**config.mk**
```make
export PLATFORM = sky130hd
export DESIGN_NAME = twi_mem_target
export DESIGN_NICKNAME = d
export VERILOG_FILES = /design/src/rtl/twi_pkg.sv /design/src/rtl/twi_line_sync.sv /design/src/rtl/twi_addr_ptr.sv /design/src/rtl/twi_target_fsm.sv /design/src/rtl/twi_mem_target.sv
export SDC_FILE = /design/constraint.sdc
export NUM_CORES = 1
export LEC_CHECK = 0
export ABC_CLOCK_PERIOD_IN_PS = 2000
export BUFFER_PORTS_ARGS = -buffer_cell sky130_fd_sc_hd__buf_4
export CAP_MARGIN = 20
export CORE_UTILIZATION = 45
export DETAILED_ROUTE_END_ITERATION = 12
export HOLD_SLACK_MARGIN = 0.12
export PLACE_DENSITY_LB_ADDON = 0.3
export SYNTH_ARGS = -nofsm -noshare
export SYNTH_HDL_FRONTEND = slang
export SYNTH_HIERARCHICAL = 1
export SYNTH_SLANG_ARGS = --single-unit
export TNS_END_PERCENT = 30
```
**constraint.sdc**
```tcl
create_clock -name clk -period 2 [get_ports clk]
set_input_delay 0.3 -clock clk [delete_from_list [all_inputs] [get_ports clk]]
set_output_delay 0.3 -clock clk [all_outputs]
set_load 0.05 [all_outputs]
```
**src/rtl/twi_pkg.sv**
```systemverilog
package twi_pkg;

  // protocol phase of the target
  typedef enum logic [2:0] {
    ST_IDLE,   // waiting for START
    ST_RX,     // shifting in a byte
    ST_ACK,    // holding the line low on the ninth clock
    ST_TX,     // shifting out a byte
    ST_MACK    // waiting for the controller's acknowledge
  } twi_state_e;

  // meaning of the byte being received
  typedef enum logic [1:0] {
    BK_SEL,
    BK_WADR,
    BK_WDAT
  } byte_kind_e;

  localparam logic [3:0] DEV_CODE_DEFAULT = 4'b1010;

endpackage

```
**src/rtl/twi_line_sync.sv**
```systemverilog
module twi_line_sync #(
  parameter int STAGES = 2
) (
  input  logic clk,
  input  logic rst,
  input  logic scl_i,
  input  logic sda_i,
  output logic scl_s,
  output logic sda_s,
  output logic scl_rise,
  output logic scl_fall,
  output logic start_ev,
  output logic stop_ev
);

  logic [1:0] raw;
  logic [1:0] synced;
  logic [1:0] prev;

  assign raw = {scl_i, sda_i};

  // one synchronizer chain per bus line, idle level high
  for (genvar l = 0; l < 2; l++) begin : g_line
    logic [STAGES-1:0] chain;
    always_ff @(posedge clk) begin
      if (rst) chain <= '1;
      else     chain <= {chain[STAGES-2:0], raw[l]};
    end
    assign synced[l] = chain[STAGES-1];
  end

  always_ff @(posedge clk) begin
    if (rst) prev <= 2'b11;
    else     prev <= synced;
  end

  assign scl_s    = synced[1];
  assign sda_s    = synced[0];
  assign scl_rise = synced[1] & ~prev[1];
  assign scl_fall = ~synced[1] & prev[1];
  assign start_ev = synced[1] & prev[1] & prev[0] & ~synced[0];
  assign stop_ev  = synced[1] & prev[1] & ~prev[0] & synced[0];

endmodule

```
**src/rtl/twi_addr_ptr.sv**
```systemverilog
module twi_addr_ptr #(
  parameter int ADDR_W = 10,
  parameter int PAGE_W = 4
) (
  input  logic              clk,
  input  logic              rst,
  input  logic              load,
  input  logic [ADDR_W-1:0] load_val,
  input  logic              step_page,
  input  logic              step_all,
  output logic [ADDR_W-1:0] ptr
);

  localparam logic [ADDR_W-1:0] A_ONE = ADDR_W'(1);
  localparam logic [PAGE_W-1:0] P_ONE = PAGE_W'(1);

  logic [ADDR_W-1:0] page_next;

  // page stepping keeps the upper bits unless the page spans the array
  if (PAGE_W < ADDR_W) begin : g_paged
    assign page_next = {ptr[ADDR_W-1:PAGE_W], ptr[PAGE_W-1:0] + P_ONE};
  end else begin : g_flat
    assign page_next = ptr + A_ONE;
  end

  always_ff @(posedge clk) begin
    if (rst)            ptr <= '0;
    else if (load)      ptr <= load_val;
    else if (step_page) ptr <= page_next;
    else if (step_all)  ptr <= ptr + A_ONE;
  end

endmodule

```
**src/rtl/twi_target_fsm.sv**
```systemverilog
module twi_target_fsm
  import twi_pkg::*;
#(
  parameter int         ADDR_W   = 10,
  parameter logic [3:0] DEV_CODE = DEV_CODE_DEFAULT,
  // ADDR_W is 9 or 10: address bits above 7 take the low select bits
  localparam int        HI_W     = ADDR_W - 8,
  localparam int        PIN_W    = 3 - HI_W
) (
  input  logic              clk,
  input  logic              rst,
  input  logic              scl_rise,
  input  logic              scl_fall,
  input  logic              start_ev,
  input  logic              stop_ev,
  input  logic              sda_s,
  input  logic [PIN_W-1:0]  pin_sel,
  input  logic              wr_busy,
  input  logic [7:0]        rd_data,
  input  logic [ADDR_W-1:0] ptr,
  output logic              ptr_load,
  output logic [ADDR_W-1:0] ptr_val,
  output logic              ptr_step_page,
  output logic              ptr_step_all,
  output logic              sda_oe,
  output logic              wr_byte_valid,
  output logic              wr_first,
  output logic [ADDR_W-1:0] wr_addr,
  output logic [7:0]        wr_data,
  output logic              wr_commit
);

  twi_state_e      st;
  byte_kind_e      kind;
  logic [2:0]      cnt;
  logic            full;
  logic [7:0]      sh;
  logic            rw;
  logic [HI_W-1:0] pend_hi;
  logic            wrote;
  logic            first_pend;
  logic            mack;
  logic            sel_hit;

  assign sel_hit = (sh[7:4] == DEV_CODE) && (sh[3 -: PIN_W] == pin_sel) && !wr_busy;

  always_ff @(posedge clk) begin
    if (rst) begin
      st            <= ST_IDLE;
      kind          <= BK_SEL;
      cnt           <= '0;
      full          <= 1'b0;
      sh            <= '0;
      rw            <= 1'b0;
      pend_hi       <= '0;
      wrote         <= 1'b0;
      first_pend    <= 1'b0;
      mack          <= 1'b0;
      sda_oe        <= 1'b0;
      wr_byte_valid <= 1'b0;
      wr_first      <= 1'b0;
      wr_addr       <= '0;
      wr_data       <= '0;
      wr_commit     <= 1'b0;
      ptr_load      <= 1'b0;
      ptr_val       <= '0;
      ptr_step_page <= 1'b0;
      ptr_step_all  <= 1'b0;
    end else begin
      wr_byte_valid <= 1'b0;
      wr_commit     <= 1'b0;
      ptr_load      <= 1'b0;
      ptr_step_page <= 1'b0;
      ptr_step_all  <= 1'b0;
      if (start_ev) begin
        // any START, repeated or not, restarts select reception
        st     <= ST_RX;
        kind   <= BK_SEL;
        cnt    <= '0;
        full   <= 1'b0;
        sda_oe <= 1'b0;
        wrote  <= 1'b0;
      end else if (stop_ev) begin
        st        <= ST_IDLE;
        sda_oe    <= 1'b0;
        wr_commit <= wrote;
        wrote     <= 1'b0;
      end else begin
        case (st)
          ST_RX: begin
            if (scl_rise) begin
              sh  <= {sh[6:0], sda_s};
              cnt <= cnt + 3'd1;
              if (cnt == 3'd7) full <= 1'b1;
            end else if (scl_fall && full) begin
              full <= 1'b0;
              cnt  <= '0;
              case (kind)
                BK_SEL: begin
                  if (sel_hit) begin
                    sda_oe <= 1'b1;
                    st     <= ST_ACK;
                    rw     <= sh[0];
                    if (!sh[0]) pend_hi <= sh[HI_W:1];
                  end else begin
                    st <= ST_IDLE;
                  end
                end
                BK_WADR: begin
                  ptr_load <= 1'b1;
                  ptr_val  <= {pend_hi, sh};
                  sda_oe   <= 1'b1;
                  st       <= ST_ACK;
                end
                default: begin
                  wr_byte_valid <= 1'b1;
                  wr_first      <= first_pend;
                  first_pend    <= 1'b0;
                  wr_addr       <= ptr;
                  wr_data       <= sh;
                  ptr_step_page <= 1'b1;
                  wrote         <= 1'b1;
                  sda_oe        <= 1'b1;
                  st            <= ST_ACK;
                end
              endcase
            end
          end
          ST_ACK: begin
            if (scl_fall) begin
              cnt <= '0;
              if (kind == BK_SEL && rw) begin
                sh           <= rd_data;
                sda_oe       <= ~rd_data[7];
                ptr_step_all <= 1'b1;
                st           <= ST_TX;
              end else begin
                sda_oe <= 1'b0;
                st     <= ST_RX;
                if (kind == BK_SEL) begin
                  kind <= BK_WADR;
                end else if (kind == BK_WADR) begin
                  kind       <= BK_WDAT;
                  first_pend <= 1'b1;
                end
              end
            end
          end
          ST_TX: begin
            if (scl_fall) begin
              if (cnt == 3'd7) begin
                sda_oe <= 1'b0;
                st     <= ST_MACK;
              end else begin
                cnt    <= cnt + 3'd1;
                sh     <= {sh[6:0], 1'b0};
                sda_oe <= ~sh[6];
              end
            end
          end
          ST_MACK: begin
            if (scl_rise) begin
              mack <= ~sda_s;
            end else if (scl_fall) begin
              if (mack) begin
                sh           <= rd_data;
                sda_oe       <= ~rd_data[7];
                cnt          <= '0;
                ptr_step_all <= 1'b1;
                st           <= ST_TX;
              end else begin
                st <= ST_IDLE;
              end
            end
          end
          default: ;
        endcase
      end
    end
  end

endmodule

```
**src/rtl/twi_mem_target.sv**
```systemverilog
module twi_mem_target
  import twi_pkg::*;
#(
  parameter int         ADDR_W      = 10,
  parameter int         PAGE_W      = 4,
  parameter int         SYNC_STAGES = 2,
  parameter logic [3:0] DEV_CODE    = DEV_CODE_DEFAULT,
  localparam int        HI_W        = ADDR_W - 8,
  localparam int        PIN_W       = 3 - HI_W
) (
  input  logic              clk,
  input  logic              rst,
  input  logic              scl_i,
  input  logic              sda_i,
  input  logic [PIN_W-1:0]  pin_sel,
  output logic              sda_oe,
  output logic              wr_byte_valid,
  output logic              wr_first,
  output logic [ADDR_W-1:0] wr_addr,
  output logic [7:0]        wr_data,
  output logic              wr_commit,
  input  logic              wr_busy,
  output logic [ADDR_W-1:0] rd_addr,
  input  logic [7:0]        rd_data
);

  logic              scl_s;
  logic              sda_s;
  logic              scl_rise;
  logic              scl_fall;
  logic              start_ev;
  logic              stop_ev;
  logic              ptr_load;
  logic [ADDR_W-1:0] ptr_val;
  logic              ptr_step_page;
  logic              ptr_step_all;
  logic [ADDR_W-1:0] ptr;

  twi_line_sync #(.STAGES(SYNC_STAGES)) sync_i (
    .clk      (clk),
    .rst      (rst),
    .scl_i    (scl_i),
    .sda_i    (sda_i),
    .scl_s    (scl_s),
    .sda_s    (sda_s),
    .scl_rise (scl_rise),
    .scl_fall (scl_fall),
    .start_ev (start_ev),
    .stop_ev  (stop_ev)
  );

  twi_addr_ptr #(.ADDR_W(ADDR_W), .PAGE_W(PAGE_W)) ptr_i (
    .clk       (clk),
    .rst       (rst),
    .load      (ptr_load),
    .load_val  (ptr_val),
    .step_page (ptr_step_page),
    .step_all  (ptr_step_all),
    .ptr       (ptr)
  );

  twi_target_fsm #(.ADDR_W(ADDR_W), .DEV_CODE(DEV_CODE)) fsm_i (
    .clk           (clk),
    .rst           (rst),
    .scl_rise      (scl_rise),
    .scl_fall      (scl_fall),
    .start_ev      (start_ev),
    .stop_ev       (stop_ev),
    .sda_s         (sda_s),
    .pin_sel       (pin_sel),
    .wr_busy       (wr_busy),
    .rd_data       (rd_data),
    .ptr           (ptr),
    .ptr_load      (ptr_load),
    .ptr_val       (ptr_val),
    .ptr_step_page (ptr_step_page),
    .ptr_step_all  (ptr_step_all),
    .sda_oe        (sda_oe),
    .wr_byte_valid (wr_byte_valid),
    .wr_first      (wr_first),
    .wr_addr       (wr_addr),
    .wr_data       (wr_data),
    .wr_commit     (wr_commit)
  );

  assign rd_addr = ptr;

endmodule

```
==> impl_metrics.csv, run 1 <==
group,metric,value,unit
cts,path_clk_slew,0.08,ns
synthesis,async_flop_share,0,
synthesis,yosys-top-cells-area,"dfxtp_1 44%, nand2_1 6.8%, mux2i_1 5.1%",
synthesis,yosysTopAreaCell,"dfxtp_1",
routing,routedWlPerCell,14.3,µm
die,die_w,88.0,µm
die,pin_count,46,
final_layout,syn2layout_area_growth,22.3,%
die,design.core.area,6980,µm²
synthesis,synthFlopType,"dfxtp_1",
timing,finalClockSkew,0.0163,ns
routing,drtIter0Drc,133,
final_layout,diodes,0,
timing,hold_viol,0,
power_and_ir_drop,leakagePower,0.00156,µW
placement,io_buffers,45,
synthesis,yosysSeqAreaShare,0.439,
synthesis,synthDominantCellAreaShare,0.439,
routing,drc,0,
synthesis,synth_cells,381,
grt,overflow,0,
cts,htree_levels,3,
critical_path,worstSetupPathType,"reg -> reg",
critical_path,cp-end-kind,"flop",
job,cap_violations,0,
cts,cts_num_sinks,73,
placement,placed_cells,522,
die,rows,30,
timing,setup-violations-final,0,
critical_path,worstPathMaxFanout,15,
grt,grt_pass1_vias,2638,
critical_path,critPathSlowestCell,"dfxtp_1",
synthesis,syn-cell-area,3330,µm²
timing,max_freq,536,MHz
cts,clk_latency,0.35,ns
routing,viasPerCell,5.45,
grt,grt_usage,0.210,
die,dieArea,7740,µm²
timing,min_period_over_period,0.933,
critical_path,cp.required,2.25,ns
timing,rsz0062_at_grt,"false",
cts,cts_tree,"done",
critical_path,slowest_delay,0.42,ns
timing,max_slew_margin,0.684,
synthesis,avgSynthCellArea,8.73,µm²
hold_path,min_path_type,"in -> reg",
grt,grt_max_degree,44,
timing,fin_setup_tns,0,ns
routing,ant_nets,0,
grt,antenna_found_initial,0,
critical_path,critical_path.startpoint_type,"flop",
run_status,outcome,"complete, no violations",
timing,fin_crit,1.87,ns
routing,first_pass_iters,4,
critical_path,crit_arrival,2.12,ns
timing,worst_pin_slew,0.473,ns
synthesis,synth-seq-cells,73,
synthesis,synth_edf_count,0,
routing,num_vias,2934,
synthesis,synthDistinctLibCells,58,
placement,hpwl,5460,µm
grt,grt_pass1_wl,12600,µm
die,die_y,88.0,µm
cts,clockRootBuffer,"clkbuf_8",
critical_path,cpLargestDelayFamily,"compound AO/OA/AOI/OAI gates",
timing,finalMaxSlewViolations,0,
cts,cts_buffer_depth,2,
power_and_ir_drop,cellPowerDensity,683,nW/µm²
final_layout,drive_gt1_frac,0.233,
die,start_util,0.477,
critical_path,crit_chain,"nor2b_4 -> nor4b_4 -> nand2b_1 -> a2111oi_4 -> buf_12 -> nor2_1 -> a311oi_1",
cts,cts_inserted_buffers,9,
synthesis,yosysWarnings,6,
final_layout,instances_no_fill,538,
synthesis,syn-num-nets,398,
placement,gp_congestion,0.882,
routing,routed_wl,7710,µm
critical_path,path_buf_inv,1,
final_layout,layout.nets,454,
power_and_ir_drop,max-vdd-ir-drop,0.000429,V
==> synthesized netlist by cell type, types with 4 or more instances <==
| library cell | n |
|---|---|
| a211oi_1 | 4 |
| a21oi_1 | 31 |
| a311oi_1 | 9 |
| and3_1 | 4 |
| buf_6 | 4 |
| clkbuf_1 | 11 |
| dfxtp_1 | 73 |
| inv_1 | 12 |
| mux2i_1 | 17 |
| nand2_1 | 60 |
| nand2b_1 | 5 |
| nand3_1 | 7 |
| nor2_1 | 42 |
| nor3_1 | 5 |
| nor4_1 | 4 |
| o21ai_0 | 19 |
| o31a_1 | 5 |
| or2_1 | 6 |
==> flip-flops by register name, summed over array words and instances, names as in the netlist <==
register and count:
sync_i/g_line.chain 4, fsm_i/cnt 3, fsm_i/ptr_load 1, fsm_i/rw 1, fsm_i/wr_commit 1, fsm_i/wrote 1
fsm_i/pend_hi 2, fsm_i/mack 1, ptr_i/ptr 10, fsm_i/full 1, fsm_i/first_pend 1, fsm_i/wr_byte_valid 1
fsm_i/sda_oe 1, fsm_i/wr_addr 10, fsm_i/st 3, fsm_i/ptr_step_all 1, fsm_i/sh 8, fsm_i/ptr_val 10
fsm_i/kind 2, fsm_i/wr_data 8, sync_i/prev 2, fsm_i/wr_first 1
==> cell families after synthesis <==
kind of cell | share of synthesized area
DFF | 0.439
and+or+nand+nor | 0.258
AOI/OAI and AO/OA | 0.183
xor gates and xnor gates | 0.00790
muxes | 0.0511
adders and majority gates | 0.0113
buffers and inverters | 0.0493
==> cell type report <==
class	instances	area, µm²
multi-input cells	275	1720
clock buffers	10	128
fillers	643	2910
flip-flops and latches	73	1460
inverters	12	45.0
repair buffers	66	520
well taps	96	120
clock inverters	6	67.6
==> worst paths after layout <==
| kind | from | to | slack [ns] | cells after the start |
|---|---|---|---|---|
| min reg2reg | sync_i/g_line[1].chain[0] | sync_i/g_line[1].chain[1] | 0.41 | 1 |
| max reg2reg | sync_i/g_line[1].chain[1] | fsm_i/sh[7] | 0.13 | 7 |
| min | sda_i | sync_i/g_line[0].chain[0] | 0.14 | 2 |
| max | sync_i/g_line[1].chain[1] | fsm_i/sh[7] | 0.13 | 7 |
==> report_power, final <==
group          internal (µW)  leakage [µW]  total (µW)  switching (µW)
Combinational           68.0      0.000881         146            78.3
Sequential              1470      0.000591        1490            20.9
Clock                    581     0.0000929        1150             565
Total                   2120       0.00156        2780             664
==> metal layers <==
layer,up-vias,wire [µm],global-route usage
met5,-,0,0
met4,0,68,0.0656
met3,6,333,0.0509
met2,74,3630,0.337
met1,1391,3670,0.277
li1,1463,-,-
==> cells in the final DEF, fill, tap and decap left out, drive strengths merged, types with 3 or more instances in the layout <==
master / synthesis / final
dfxtp: 73 / 73
clkbuf: 11 / 10
buf: 10 / 66
a211oi: 4 / 4
or3: 4 / 4
nand2: 60 / 60
or2: 6 / 6
and4b: 3 / 3
nand4b: 3 / 3
nand2b: 5 / 5
a311oi: 11 / 11
or4: 3 / 3
and3: 5 / 5
o31a: 6 / 6
mux2i: 17 / 17
a21oi: 31 / 31
nor4: 4 / 4
nor2: 43 / 43
nor3b: 5 / 5
nor3: 5 / 5
nand3: 8 / 8
o21ai: 19 / 19
inv: 12 / 13
ha: 3 / 3
nand4: 3 / 3
nor2b: 4 / 4
==> metrics by stage <==
step                cell area (µm²)  total power, µW  setup slack (ns)   util  hold WS [ns]
floorplan                      3330             1600            0.0575      -         0.383
global placement               3850             1660             0.103  0.551         0.387
detailed placement             3850             1670            0.0279  0.551         0.393
CTS                            4040             2800          0.000457  0.579         0.124
global route                   4070             2880           0.00284  0.583         0.130
finish                         4070             2780             0.134  0.583         0.136
==> what timing repair did <==
| action | 4_1_cts | 5_1_grt |
|---|---|---|
| gates resized for setup | 0 | 8 |
| buffers inserted | 0 | 0 |
| setup endpoints to repair | 0 | 26 |
| hold buffers | 0 | 0 |
No activity file was read; power rests on OpenSTA's default activity.
==> run 2, diff against run 1 <==
SETUP_SLACK_MARGIN = 0.4   (was default)
==> impl_metrics.csv, run 2 (synthesis gave the netlist of run 1 again) <==
group,metric,value,unit
critical_path,worstPathMaxFanout,6,
routing,num_vias,2980,
cts,cts_num_sinks,73,
placement,hpwl,5490,µm
critical_path,cp.required,2.23,ns
critical_path,slowest_delay,0.49,ns
placement,dp_slack,0.0852,ns
cts,cts_buffer_depth,2,
grt,grt_usage,0.220,
grt,grt_max_degree,29,
cts,clockRootBuffer,"clkbuf_8",
timing,setup_ws,0.156,ns
grt,grt_pass1_wl,13000,µm
placement,gp_congestion,0.933,
cts,cts_tree,"done",
timing,rsz0062_at_grt,"true",
routing,routedWlPerCell,14.6,µm
critical_path,crit_arrival,2.07,ns
power_and_ir_drop,max-vdd-ir-drop,0.000447,V
timing,setup-violations-final,0,
cts,path_clk_slew,0.07,ns
timing,finalMaxSlewViolations,0,
final_layout,final_area,4320,µm²
timing,max_slew_margin,0.730,
die,die_w,88.0,µm
timing,finalClockSkew,0.00735,ns
routing,first_pass_iters,5,
die,rows,30,
critical_path,r2r-start,"sync_i/g_line[1].chain[1]",
critical_path,cp-startpoint,"sync_i/g_line[1].chain[1]",
routing,viasPerCell,5.42,
final_layout,mostFrequentLayoutCells,"72 x buf_4, 65 x dfxtp_1, 59 x nand2_1, 41 x nor2_1, 31 x a21oi_1",
critical_path,path_buf_inv,0,
critical_path,crit_cells,6,
grt,antenna_found_initial,0,
critical_path,critPathSlowestCell,"or3_4",
run_status,outcome,"complete, no violations",
final_layout,fin_util,0.619,
timing,fin_hold_ws,0.132,ns
power_and_ir_drop,cellPowerDensity,675,nW/µm²
final_layout,top_regs,"fsm_i/ptr_val: 10 flops, fsm_i/wr_addr: 10 flops, ptr_i/ptr: 10 flops",
final_layout,final_common_cell,"buf_4",
cts,cts_inserted_buffers,9,
critical_path,cpLargestDelayFamily,"simple AND/OR/NAND/NOR gates",
die,pin_count,46,
final_layout,diodes,0,
cts,clk_latency,0.35,ns
die,design.core.area,6980,µm²
timing,worst_pin_slew,0.404,ns
final_layout,layout.nets,466,
routing,ant_nets,0,
timing,min_period_over_period,0.922,
timing,fin_setup_tns,0,ns
grt,grt_pass1_vias,2730,
final_layout,drive_gt1_frac,0.284,
die,start_util,0.477,
critical_path,critical_path.startpoint_type,"flop",
cts,htree_levels,3,
critical_path,endpoint,"fsm_i/ptr_val[9]",
routing,drc,0,
timing,max_freq,542,MHz
critical_path,worstSetupPathType,"reg -> reg",
power_and_ir_drop,leakagePower,0.00165,µW
hold_path,min_path_type,"in -> reg",
routing,drtIter0Drc,163,
timing,hold_viol,0,
die,dieArea,7740,µm²
routing,routed_wl,8050,µm
critical_path,rr_endpoint,"fsm_i/ptr_val[9]",
critical_path,crit_chain,"nor2b_4 -> nor4b_4 -> nand4_4 -> or3_4 -> mux2i_1 -> nor2_1",
grt,overflow,0,
placement,io_buffers,45,
critical_path,reg2reg_slack,0.16,ns
cts,hold_buffers,0,
job,cap_violations,0,
die,die_y,88.0,µm
critical_path,ff2ff_path_depth,6,
final_layout,syn2layout_area_growth,29.8,%
critical_path,cp-end-kind,"flop",
timing,fin_crit,1.84,ns
placement,placed_cell_area,3890,µm²
-- run 2: worst register-to-register path, stage by stage, from the launching register on --
cell and delay (ns):
dfxtp_4 0.36, nor2b_4 0.13, nor4b_4 0.34, nand4_4 0.19, or3_4 0.49, mux2i_1 0.18
nor2_1 0.05
-- run 2: what timing repair did --
action,in CTS,in global routing
gates cloned,2,0
pin swaps,6,2
setup buffers,9,3
gates resized for setup,17,6
setup endpoints to repair,51,54
-- run 2: stage by stage --
step	instances	total power (µW)
after detailed placement	520	1670
after global routing	550	3020
final	550	2910
after global placement	520	1670
after floorplan	381	1610
after CTS	547	2940
-- run 2: final cells by class --
class / instances / area [µm²]
Clock buffer: 10 / 128
Clock inverter: 6 / 92.6
Fill cell: 601 / 2660
Inverter: 12 / 45.0
Multi-Input combinational cell: 276 / 1820
Sequential cell: 73 / 1480
Tap cell: 96 / 120
Timing Repair Buffer: 77 / 639
-- run 2: metal layers --
layer	GRT usage	vias up	share of wire
li1	-	1500	-
met1	0.295	1397	0.47
met2	0.352	75	0.48
met3	0.0349	8	0.042
met4	0.0894	0	0.0091
met5	0	-	0
-- run 2: worst min path at each step --
stage / startpoint / end / slack (ns) / depth (start not counted)
6_report: sda_i / sync_i/g_line[0].chain[0] / 0.13 / 2
3_3_place_gp: sync_i/g_line[1].chain[0] / sync_i/g_line[1].chain[1] / 0.40 / 1
3_5_place_dp: sync_i/g_line[0].chain[0] / sync_i/g_line[0].chain[1] / 0.40 / 1
5_1_grt: sda_i / sync_i/g_line[0].chain[0] / 0.12 / 2
4_1_cts: sda_i / sync_i/g_line[0].chain[0] / 0.12 / 2
2_1_floorplan: sync_i/g_line[0].chain[0] / sync_i/g_line[0].chain[1] / 0.38 / 1
-- run 2: power by group --
part	internal [µW]	switching, µW	total, µW
registers	1470	21.8	1490
logic	74.8	83.5	158
clock network	707	561	1270
==> run 3, diff against run 2 <==
CORE_MARGIN = 2   (was default)
CTS_CLUSTER_SIZE = 24   (was default)
GPL_TIMING_DRIVEN = 0   (was default)
==> impl_metrics.csv, run 3 (synthesis gave the netlist of run 1 again) <==
group,metric,value,unit
routing,num_vias,3233,
final_layout,syn2layout_area_growth,39.9,%
final_layout,drive_gt1_frac,0.389,
critical_path,reg2reg_slack,0.01,ns
cts,cts_num_sinks,73,
critical_path,worstPathMaxFanout,5,
cts,path_clk_slew,0.08,ns
power_and_ir_drop,pwr-share-seq,0.523,
placement,hpwl,5910,µm
grt,grt_usage,0.229,
cts,cts_inserted_buffers,9,
cts,htree_levels,3,
routing,drc,0,
run_status,outcome,"complete, no violations",
critical_path,cp-end-kind,"flop",
final_layout,mostFrequentLayoutCells,"70 x buf_4, 59 x dfxtp_1, 51 x nand2_1, 35 x nor2_1, 18 x a21oi_1",
power_and_ir_drop,leakagePower,0.00175,µW
power_and_ir_drop,intPower,2140,µW
routing,ant_nets,0,
final_layout,final_common_cell,"buf_4",
placement,placed_cell_area,3860,µm²
die,dieArea,8100,µm²
critical_path,crit_arrival,2.24,ns
power_and_ir_drop,swShare,0.249,
timing,min_period_over_period,0.994,
routing,drtIter0Drc,176,
power_and_ir_drop,max-vdd-ir-drop,0.000395,V
routing,routed_wl,9630,µm
cts,clockRootBuffer,"clkbuf_8",
grt,antenna_found_initial,0,
placement,gp_congestion,0.815,
critical_path,cpLargestDelayFamily,"compound AO/OA/AOI/OAI gates",
power_and_ir_drop,cellPowerDensity,611,nW/µm²
timing,max_freq,503,MHz
routing,first_pass_iters,4,
routing,routedWlPerCell,16.8,µm
cts,clk_latency,0.35,ns
final_layout,layout.nets,487,
final_layout,diodes,0,
timing,finalMaxSlewViolations,0,
grt,grt_pass1_vias,2972,
timing,hold_viol,0,
cts,cts_tree,"done",
hold_path,min_path_type,"in -> reg",
critical_path,critPathSlowestCell,"a2111oi_4",
die,die_y,90.0,µm
timing,fin_crit,1.99,ns
critical_path,cp.required,2.26,ns
timing,max_slew_margin,0.523,
power_and_ir_drop,combPwrFrac,0.067,
die,rows,31,
final_layout,final_area,4650,µm²
job,cap_violations,0,
grt,grt_pass1_wl,14800,µm
grt,grt_max_degree,14,
timing,rsz0062_at_grt,"true",
grt,overflow,0,
timing,worst_pin_slew,0.715,ns
power_and_ir_drop,pwr-share-clk,0.410,
critical_path,path_buf_inv,1,
power_and_ir_drop,power,2840,µW
critical_path,worstSetupPathType,"reg -> reg",
final_layout,top_regs,"fsm_i/ptr_val: 10 flops, fsm_i/wr_addr: 10 flops, ptr_i/ptr: 10 flops",
power_and_ir_drop,switching_power,708,µW
die,pin_count,46,
die,die_w,90.0,µm
critical_path,crit_chain,"and4b_2 -> nor2_4 -> nand2b_1 -> a2111oi_4 -> buf_4 -> nor2_2 -> a311oi_1",
placement,io_buffers,45,
timing,setup-violations-final,0,
timing,finalClockSkew,0.0137,ns
routing,viasPerCell,5.63,
critical_path,slowest_delay,0.45,ns
die,design.core.area,7210,µm²
die,start_util,0.461,
critical_path,critical_path.startpoint_type,"flop",
cts,cts_buffer_depth,2,
run 3: per-stage QoR:
step	setup WS, ns	setup TNS (ns)	instances	util	hold WS (ns)
after CTS	0.0364	0	563	0.609	0.127
after global placement	-0.0745	-0.806	525	0.535	0.393
final	0.0112	0	574	0.645	0.143
after detailed placement	-0.133	-1.45	525	0.535	0.394
after floorplan	0.221	0	381	-	0.383
after global routing	-0.0501	-0.226	574	0.645	0.145
run 3: area by class of cell:
type	count	area [µm²]
flip-flops and latches	73	1490
clock inverters	6	67.6
clock buffers	10	128
repair buffers	78	637
inverters	12	45.0
fillers	621	2560
multi-input cells	275	1990
plain buffers	21	180
well taps	99	124
run 3: worst register-to-register path, stage by stage, from the launching register on:
cell and delay (ns):
dfxtp_4 0.36, and4b_2 0.29, nor2_4 0.14, nand2b_1 0.12
a2111oi_4 0.45, buf_4 0.25, nor2_2 0.04, a311oi_1 0.26
run 3: worst paths after layout:
check | cells past startpoint | from | end
worst max-delay path | 7 | sync_i/g_line[1].chain[1] | fsm_i/sh[1]
worst min-delay path | 2 | scl_i | sync_i/g_line[1].chain[0]
worst max register to register | 7 | sync_i/g_line[1].chain[1] | fsm_i/sh[1]
worst min register to register | 1 | sync_i/g_line[1].chain[0] | sync_i/g_line[1].chain[1]
run 3: repair_timing:
action | in CTS | in global routing
hold endpoints to repair | 1 | 0
hold buffers | 1 | 0
cloned | 2 | 1
endpoints found under the setup margin | 50 | 54
setup buffers | 19 | 10
pin swaps | 18 | 40
resized for setup | 44 | 56
run 3: layer usage:
metal	wire length, µm	share of wire	global-route usage	vias up
li1	-	-	-	1531
met1	4040	0.42	0.278	1586
met2	4900	0.51	0.399	98
met3	505	0.052	0.0360	18
met4	187	0.019	0.110	0
met5	0	0	0	-
run 3: power groups by stage:
stage / Sequential (µW) / Clock, µW / Combinational [µW]
finish: 1490 / 1170 / 191
global route: 1490 / 1240 / 206
CTS: 1490 / 1190 / 162
detailed placement: 1520 / 0 / 141
global placement: 1520 / 0 / 138
floorplan: 1520 / 0 / 89.4
